### config.mk
export PLATFORM = sky130hd
export DESIGN_NAME = bcd_ratio_divider
export DESIGN_NICKNAME = d
export VERILOG_FILES = /design/src/rtl/bdr_pkg.sv /design/src/rtl/bdr_decade.sv /design/src/rtl/bdr_datapath.sv /design/src/rtl/bdr_control.sv /design/src/rtl/bcd_ratio_divider.sv
export SDC_FILE = /design/constraint.sdc
export NUM_CORES = 1
export LEC_CHECK = 0
export ABC_AREA = 1
export BUFFER_PORTS_ARGS = -buffer_cell sky130_fd_sc_hd__buf_4
export CAP_MARGIN = 30
export CORE_UTILIZATION = 50
export DETAILED_ROUTE_END_ITERATION = 10
export GPL_ROUTABILITY_DRIVEN = 0
export PLACE_DENSITY = 0.76
export SETUP_SLACK_MARGIN = 0.15
export SYNTH_ARGS = -nofsm -noshare
export SYNTH_HDL_FRONTEND = slang
export SYNTH_SLANG_ARGS = --single-unit
### constraint.sdc
create_clock -name clk -period 1.8 [get_ports clk]
set_clock_uncertainty 0.05 [all_clocks]
set_input_delay 0.27 -clock clk [delete_from_list [all_inputs] [get_ports clk]]
set_output_delay 0.27 -clock clk [all_outputs]
set_load 0.02 [all_outputs]
### src/rtl/bdr_pkg.sv
package bdr_pkg;
  localparam int DIGIT_W = 4;
  localparam logic [DIGIT_W-1:0] DIGIT_MAX = 4'd9;

  // Mutually exclusive strobes from control to datapath
  typedef struct packed {
    logic preset;  // load the clamped ratio (reset edge)
    logic reload;  // load the clamped ratio minus one (end of pulse cycle)
    logic count;   // decrement the decade chain
  } bdrStrobe_t;
endpackage

### src/rtl/bdr_decade.sv
module bdr_decade
  import bdr_pkg::*;
(
  input  logic               clk,
  input  logic               loadEn,
  input  logic [DIGIT_W-1:0] loadVal,
  input  logic               cntEn,
  output logic [DIGIT_W-1:0] digit
);
  // Shared clock; the enable decides whether this decade moves.
  always_ff @(posedge clk) begin
    if (loadEn) begin
      digit <= loadVal;
    end else if (cntEn) begin
      digit <= (digit == '0) ? DIGIT_MAX : digit - DIGIT_W'(1);
    end
  end
endmodule

### src/rtl/bdr_datapath.sv
module bdr_datapath
  import bdr_pkg::*;
#(
  parameter int DIGITS = 5,
  localparam int RATIO_W = DIGITS * DIGIT_W
) (
  input  logic               clk,
  input  bdrStrobe_t         strobe,
  input  logic [RATIO_W-1:0] ratioBcd,
  output logic [RATIO_W-1:0] countFlat,
  output logic               countIsOne,
  output logic               ratioIsUnit
);
  logic [RATIO_W-1:0] clampFlat;
  logic [RATIO_W-1:0] clampFixed;
  logic [RATIO_W-1:0] decFlat;
  logic [RATIO_W-1:0] loadFlat;
  logic [DIGITS-1:0]  decBorrow;
  logic [DIGITS-1:0]  cntEnChain;
  logic               loadEn;

  // Clamp each digit into 0..9
  for (genvar i = 0; i < DIGITS; i++) begin : g_clamp
    logic [DIGIT_W-1:0] rawD;
    assign rawD = ratioBcd[i*DIGIT_W +: DIGIT_W];
    assign clampFlat[i*DIGIT_W +: DIGIT_W] = (rawD > DIGIT_MAX) ? DIGIT_MAX : rawD;
  end

  // A ratio of zero behaves like one
  assign clampFixed  = (clampFlat == '0) ? RATIO_W'(1) : clampFlat;
  assign ratioIsUnit = (clampFixed == RATIO_W'(1));

  // BCD minus-one of the clamped ratio; never underflows since ratio >= 1
  assign decBorrow[0] = 1'b1;
  for (genvar i = 0; i < DIGITS; i++) begin : g_dec
    logic [DIGIT_W-1:0] srcD;
    assign srcD = clampFixed[i*DIGIT_W +: DIGIT_W];
    assign decFlat[i*DIGIT_W +: DIGIT_W] =
      decBorrow[i] ? ((srcD == '0) ? DIGIT_MAX : srcD - DIGIT_W'(1)) : srcD;
    if (i < DIGITS - 1) begin : g_next
      assign decBorrow[i+1] = decBorrow[i] && (srcD == '0);
    end
  end

  assign loadEn   = strobe.preset || strobe.reload;
  assign loadFlat = strobe.preset ? clampFixed : decFlat;

  // Borrow ripple used purely as count enables
  assign cntEnChain[0] = strobe.count;
  for (genvar i = 0; i < DIGITS; i++) begin : g_decade
    bdr_decade u_decade (
      .clk     (clk),
      .loadEn  (loadEn),
      .loadVal (loadFlat[i*DIGIT_W +: DIGIT_W]),
      .cntEn   (cntEnChain[i]),
      .digit   (countFlat[i*DIGIT_W +: DIGIT_W])
    );
    if (i < DIGITS - 1) begin : g_borrow
      assign cntEnChain[i+1] = cntEnChain[i] && (countFlat[i*DIGIT_W +: DIGIT_W] == '0);
    end
  end

  assign countIsOne = (countFlat == RATIO_W'(1));
endmodule

### src/rtl/bdr_control.sv
module bdr_control
  import bdr_pkg::*;
(
  input  logic       clk,
  input  logic       srst,
  input  logic       countIsOne,
  input  logic       ratioIsUnit,
  output bdrStrobe_t strobe,
  output logic       tick
);
  logic reloadPend;

  // Registered terminal decode: count 1 now means reload next cycle
  always_ff @(posedge clk) begin
    if (srst) begin
      reloadPend <= 1'b0;
    end else if (reloadPend) begin
      reloadPend <= ratioIsUnit;
    end else begin
      reloadPend <= countIsOne;
    end
  end

  always_comb begin
    strobe.preset = srst;
    strobe.reload = !srst && reloadPend;
    strobe.count  = !srst && !reloadPend;
  end

  assign tick = reloadPend;
endmodule

### src/rtl/bcd_ratio_divider.sv
module bcd_ratio_divider
  import bdr_pkg::*;
#(
  parameter int DIGITS = 5,
  localparam int RATIO_W = DIGITS * DIGIT_W
) (
  input  logic               clk,
  input  logic               srst,
  input  logic [RATIO_W-1:0] ratioBcd,
  output logic               tick
);
  bdrStrobe_t         strobe;
  logic [RATIO_W-1:0] countFlat;
  logic               countIsOne;
  logic               ratioIsUnit;

  bdr_control u_ctrl (
    .clk         (clk),
    .srst        (srst),
    .countIsOne  (countIsOne),
    .ratioIsUnit (ratioIsUnit),
    .strobe      (strobe),
    .tick        (tick)
  );

  bdr_datapath #(.DIGITS(DIGITS)) u_dp (
    .clk         (clk),
    .strobe      (strobe),
    .ratioBcd    (ratioBcd),
    .countFlat   (countFlat),
    .countIsOne  (countIsOne),
    .ratioIsUnit (ratioIsUnit)
  );
endmodule

# After elaboration in Yosys (flattened, before gate mapping)

Index checks and enable logic that the tools add are counted.

Register bits: 21
Logic and storage cells: 83

Add/subtract/negate cells: 10
$lt $le $gt $ge: 5
Eq/ne operators: 2
Multiplexer cells: 32
Reductions and logical operators: 28

Operators with widths:

| operator                                             | count |
|---|---|
| two-way mux 4 bit                                    | 29 |
| == test 20 x 1 -> 1 bit, second input constant       | 2 |
| zero test 4 bit                                      | 10 |
| two-way mux 20 bit                                   | 2 |
| subtractor 4 x 1 -> 4 bit, second input constant     | 10 |
| greater-than comparator 4 bit, second input constant | 5 |
| zero test 20 bit                                     | 1 |
| nonzero test 2 bit                                   | 5 |
| logical AND 1 bit                                    | 9 |
| zero test 1 bit                                      | 2 |
| logical OR 1 bit                                     | 1 |
| two-way mux 1 bit                                    | 1 |

# Longest topological paths before layout

Depth after elaboration: 11
Mapped depth: 14

# By module

From an unflattened synthesis, not the netlist that was laid out.

Cell total of the unflattened synthesis: 312
Area total of the unflattened synthesis: 1949.4 sq um

Modules (own cells, without submodules):

| module       | instances | cells each | area an instance (sq um) | seq. area each (sq um) |
|---|---|---|---|---|
| bdr_decade   | 5         | 27         | 219.0                    | 120.1 |
| bdr_datapath | 1         | 168        | 797.0                    | 0.0 |
| bdr_control  | 1         | 9          | 57.6                     | 20.0 |

# Worst setup path before layout

OpenSTA, ideal clock, no wires.

Path type: register -> register
From: register u_dp.g_decade[2].u_decade.digit[0]
To: register u_dp.g_decade[3].u_decade.digit[0] (enable)
Library setup time: 0.361 ns
Arrival time: 1.222 ns
Setup slack: 0.167 ns
Stages on the path, launching flop included: 8
Buffers on the path: 0
Cell sequence: edfxtp_1 nor2_1 inv_1 nor2_1 inv_1 nor2_1 nand2_1 o21ai_0

Word-level cells in the longest chain between the ends: 3

Ends and longest elaborated chain:

| item                                | line               | text |
|---|---|---|
| start, declared                     | bdr_decade.sv:8    | `output logic [DIGIT_W-1:0] digit` |
| start signal, assigned              | bdr_decade.sv:13   | `digit <= loadVal;` |
| start signal, assigned              | bdr_decade.sv:15   | `digit <= (digit == '0) ? DIGIT_MAX : digit - DIGIT_W'(1);` |
| zero test 4 bit                     | bdr_datapath.sv:59 | `assign cntEnChain[i+1] = cntEnChain[i] && (countFlat[i*DIGIT_W +: DIGIT_W] == '0);` |
| logical AND 1 bit                   | bdr_datapath.sv:59 |  |
| nonzero test 2 bit (no source line) | --                 |  |
| end signal, assigned                | bdr_decade.sv:13   |  |
| end signal, assigned                | bdr_decade.sv:15   |  |
| end, declared                       | bdr_decade.sv:8    |  |

Every way passes these cells.
A chain may end at the register's enable or synchronous reset.

# Worst setup path in the final report

From: register u_dp.g_decade[1].u_decade.digit[1]
To: register u_dp.g_decade[3].u_decade.digit[0] (enable)

Word-level cells in the longest chain between the ends: 4

Ends and longest elaborated chain:

| item                                | line |
|---|---|
| start, declared                     | bdr_decade.sv:8 |
| start signal, assigned              | bdr_decade.sv:13 |
| start signal, assigned              | bdr_decade.sv:15 |
| zero test 4 bit                     | bdr_datapath.sv:59 |
| logical AND 1 bit (2 in series)     | bdr_datapath.sv:59 |
| nonzero test 2 bit (no source line) | -- |

Every way passes these cells.

==> results.md <==
* Setup crit end kind: register
* Avg Inst Size Synth at roughly 6.3 µm²
* Drt total wl at 4320 µm
* Clock-pin slew on the worst setup and hold paths at 80 ps
* Final WS setup at roughly 240 ps
* Initial antenna violation count at 0
* Top-count cell post-synth: nand2_1
* PortBufs at 22
* List of most frequent post-synthesis cells: nand2_1 (85), inv_1 (51), nor2_1 (48)
* Number of synthesized flops with an enable pin at 20
* Buffer and inverter count on the worst path at 3
* Clk sinks at 21
* Diodes inserted at 0
* Post-route ant nets at 0
* Finished Core Util at 0.668
* WHS Path Cells at 3
* Worst Hold Endpoint: u_dp.g_decade[4].u_decade.digit[3]
* Max-cap violations at 0
* Site row count at 21
* DP HPWL at roughly 3100 µm
* Post-route design area at 0.00230 mm²
* LEAKAGE at 1.14 nW
* I/O Pins at 23
* Clk root buf: clkbuf_8
* Peak VDD IR at 482 µV
* Initial Utilization at 0.536
* Worst r2r path cells at 8
* Post-synth top area share at 0.326
* Vias in the first global route at about 1.7k
* H-tree levels at 1
* Critical path fanouts, max at 4
* Cell area after synthesis at 0.00184 mm²
* Clock network power share at 0.247
* Largest net degree at the start of global routing at 29
* Clk buf depth at 2
* Worst path top cell family by delay: simple AND/OR/NAND/NOR gates
* Top_reg_cell synth: edfxtp_1
* Fmax at 640 MHz
* Switch share at 0.303
* Die width at 62.7 µm
* Reg2Reg Capture Point: u_dp.g_decade[3].u_decade.digit[0]
* Sequential fraction of design power at 0.483
* Hold WC Path Type: input pin to register
* Core Footprint at 0.00344 mm²
* GRT Total Usage at 0.226
* Status: complete, no violations
* Sequential share of the synthesized area at 0.336
* Worst hold slack at 293 ps
* Slowest CP cell: edfxtp_1
* Hold path start: ratioBcd[19]
* DRC Markers at 0
* Wire length on met2 at approximately 2000 µm
* Die area at 0.00394 mm²
* Slew Viols, Final at 0
* Per-cell routed wire length at 11.4 µm
* Data arrival, critical path at ~1500 ps
* Share of cells above drive strength 1 at 0.225
* CTS tree: built
* Cell Area, Placed at 0.00214 mm²
* #FFs+latches synth at 21
* Clk_lat worst skew at 260 ps
* Min cycle time layout at 1560 ps
* R2r setup slk at 240 ps
* Syn Inst Count at 292
* Post-layout nets at roughly 360
* Crit start category: register
* Internal power at 890 µW
* Drt first pass iters at 4
* Crit-path cells: nor2_1 > inv_1 > nor2_2 > inv_2 > nor2_4 > nand2_2 > o21ai_1 > buf_4
* Critical path required time at 1740 ps
* Fin crit share at 0.867
* Async SR Flop Fraction at 0
* DRT iter0 DRCs at roughly 130
* PwrDens at 556 mW/mm²
* Worst reg2reg startpoint: u_dp.g_decade[1].u_decade.digit[1]
* Setup slack at placement at -13.3 ps
* Synth area leader: edfxtp_1
* First-pass GRT wire length at 7020 µm
* Setup CP Type: register to register
* RSZ-0062 raised after global routing: yes
* Combinational share of power at 0.269
* Die Ht at around 63 µm
* Area Growth Syn to Fin at 24.6%
* Yosys warns at 0
* Highest routed layer: met4
* Total grt overflow at 0
* CTS Buf Count at 3
* Met1 wire length at between 2000 and 2500 µm
* Synth unique cells at 34
* Critical Path Start: u_dp.g_decade[1].u_decade.digit[1]
* Switching power at roughly 390 µW
* Hold Fails Final Rpt at 0
* Area contributors post-synth: edfxtp_1 (33%), nand2_1 (17%), inv_1 (10%)
* Largest stage delay, worst path at 400 ps
* Via Count at approximately 1.9k
* WL met3 at roughly 180 µm
* Setup Viol. Count Final at 0
* Avg Vias per Cell at 5.01
* Hold_buf cts at 0
==> metrics by stage <==
step	instances	setup TNS [ps]	total power [mW]
global placement	368	0	0.923
global route	379	0	1.35
CTS	373	0	1.25
floorplan	295	0	0.814
detailed placement	368	-16.2	0.931
finish	379	0	1.28
==> power groups by stage <==
stage	combinational, mW	clock, mW	sequential, mW
final	0.344	0.316	0.617
after global routing	0.388	0.336	0.624
after CTS	0.313	0.319	0.614
after detailed placement	0.306	0	0.625
after global placement	0.301	0	0.623
after floorplan	0.196	0	0.618
==> metal layers <==
metal,vias to the layer above,GRT usage
li1,1010,-
met1,838,0.291
met2,42,0.393
met3,9,0.0237
met4,0,0.0785
met5,-,0
==> worst min-delay path: stages <==
cell and delay, ps:
buf_4 100, nand3_1 80, nand2_1 60
==> timing repair <==
item                                    CTS  global route
setup buffers                             1             5
pin swaps                                 0             7
endpoints found under the setup margin   12            18
gates cloned                              0             1
resized for setup                         3            21
==> flip-flops by register name (all words and copies together) (netlist names) <==
name	cells
u_dp.g_decade.u_decade.digit	20
u_ctrl.tick	1
==> layout make-up <==
type / count / area, µm²
inverter: 56 / 210
sequential: 21 / 621
timing repair buffer: 38 / 310
multi-input combinational: 214 / 1050
tap: 46 / 57.6
fill: 331 / 1140
clock buffer: 4 / 45.0
==> layout by cell type, fill, tap and decap left out, drive strengths merged, types with 4 or more instances in the layout <==
master / netlist / final
nand2: 86 / 86
nor2: 51 / 52
nor3: 4 / 4
nand3: 17 / 17
nand4: 10 / 10
inv: 55 / 55
a21oi: 13 / 13
o21ai: 16 / 16
buf: 3 / 38
clkbuf: 2 / 4
conb: 1 / 4
edfxtp: 20 / 20
==> cells by family (layout without fill, tap and decap cells) <==
family,count (synthesis),count (layout),share of synthesized area
AND/OR/NAND/NOR,172,173,0.413
buffers and inverters,61,98,0.133
AO/OA/AOI/OAI,37,37,0.115
flip-flops,21,21,0.337
other,1,4,0.00203
==> how the worst max path moves through the flow <==
stage	end	slack (ps)	cells past startpoint
final	u_dp.g_decade[3].u_decade.digit[0]	240	8
after detailed placement	u_dp.g_decade[2].u_decade.digit[1]	-10	11
after CTS	u_dp.g_decade[4].u_decade.digit[3]	160	9
after global placement	u_dp.g_decade[3].u_decade.digit[1]	10	12
after floorplan	u_dp.g_decade[3].u_decade.digit[0]	170	7
after global routing	u_dp.g_decade[3].u_decade.digit[0]	140	9
(Power assumes the default switching activity.)
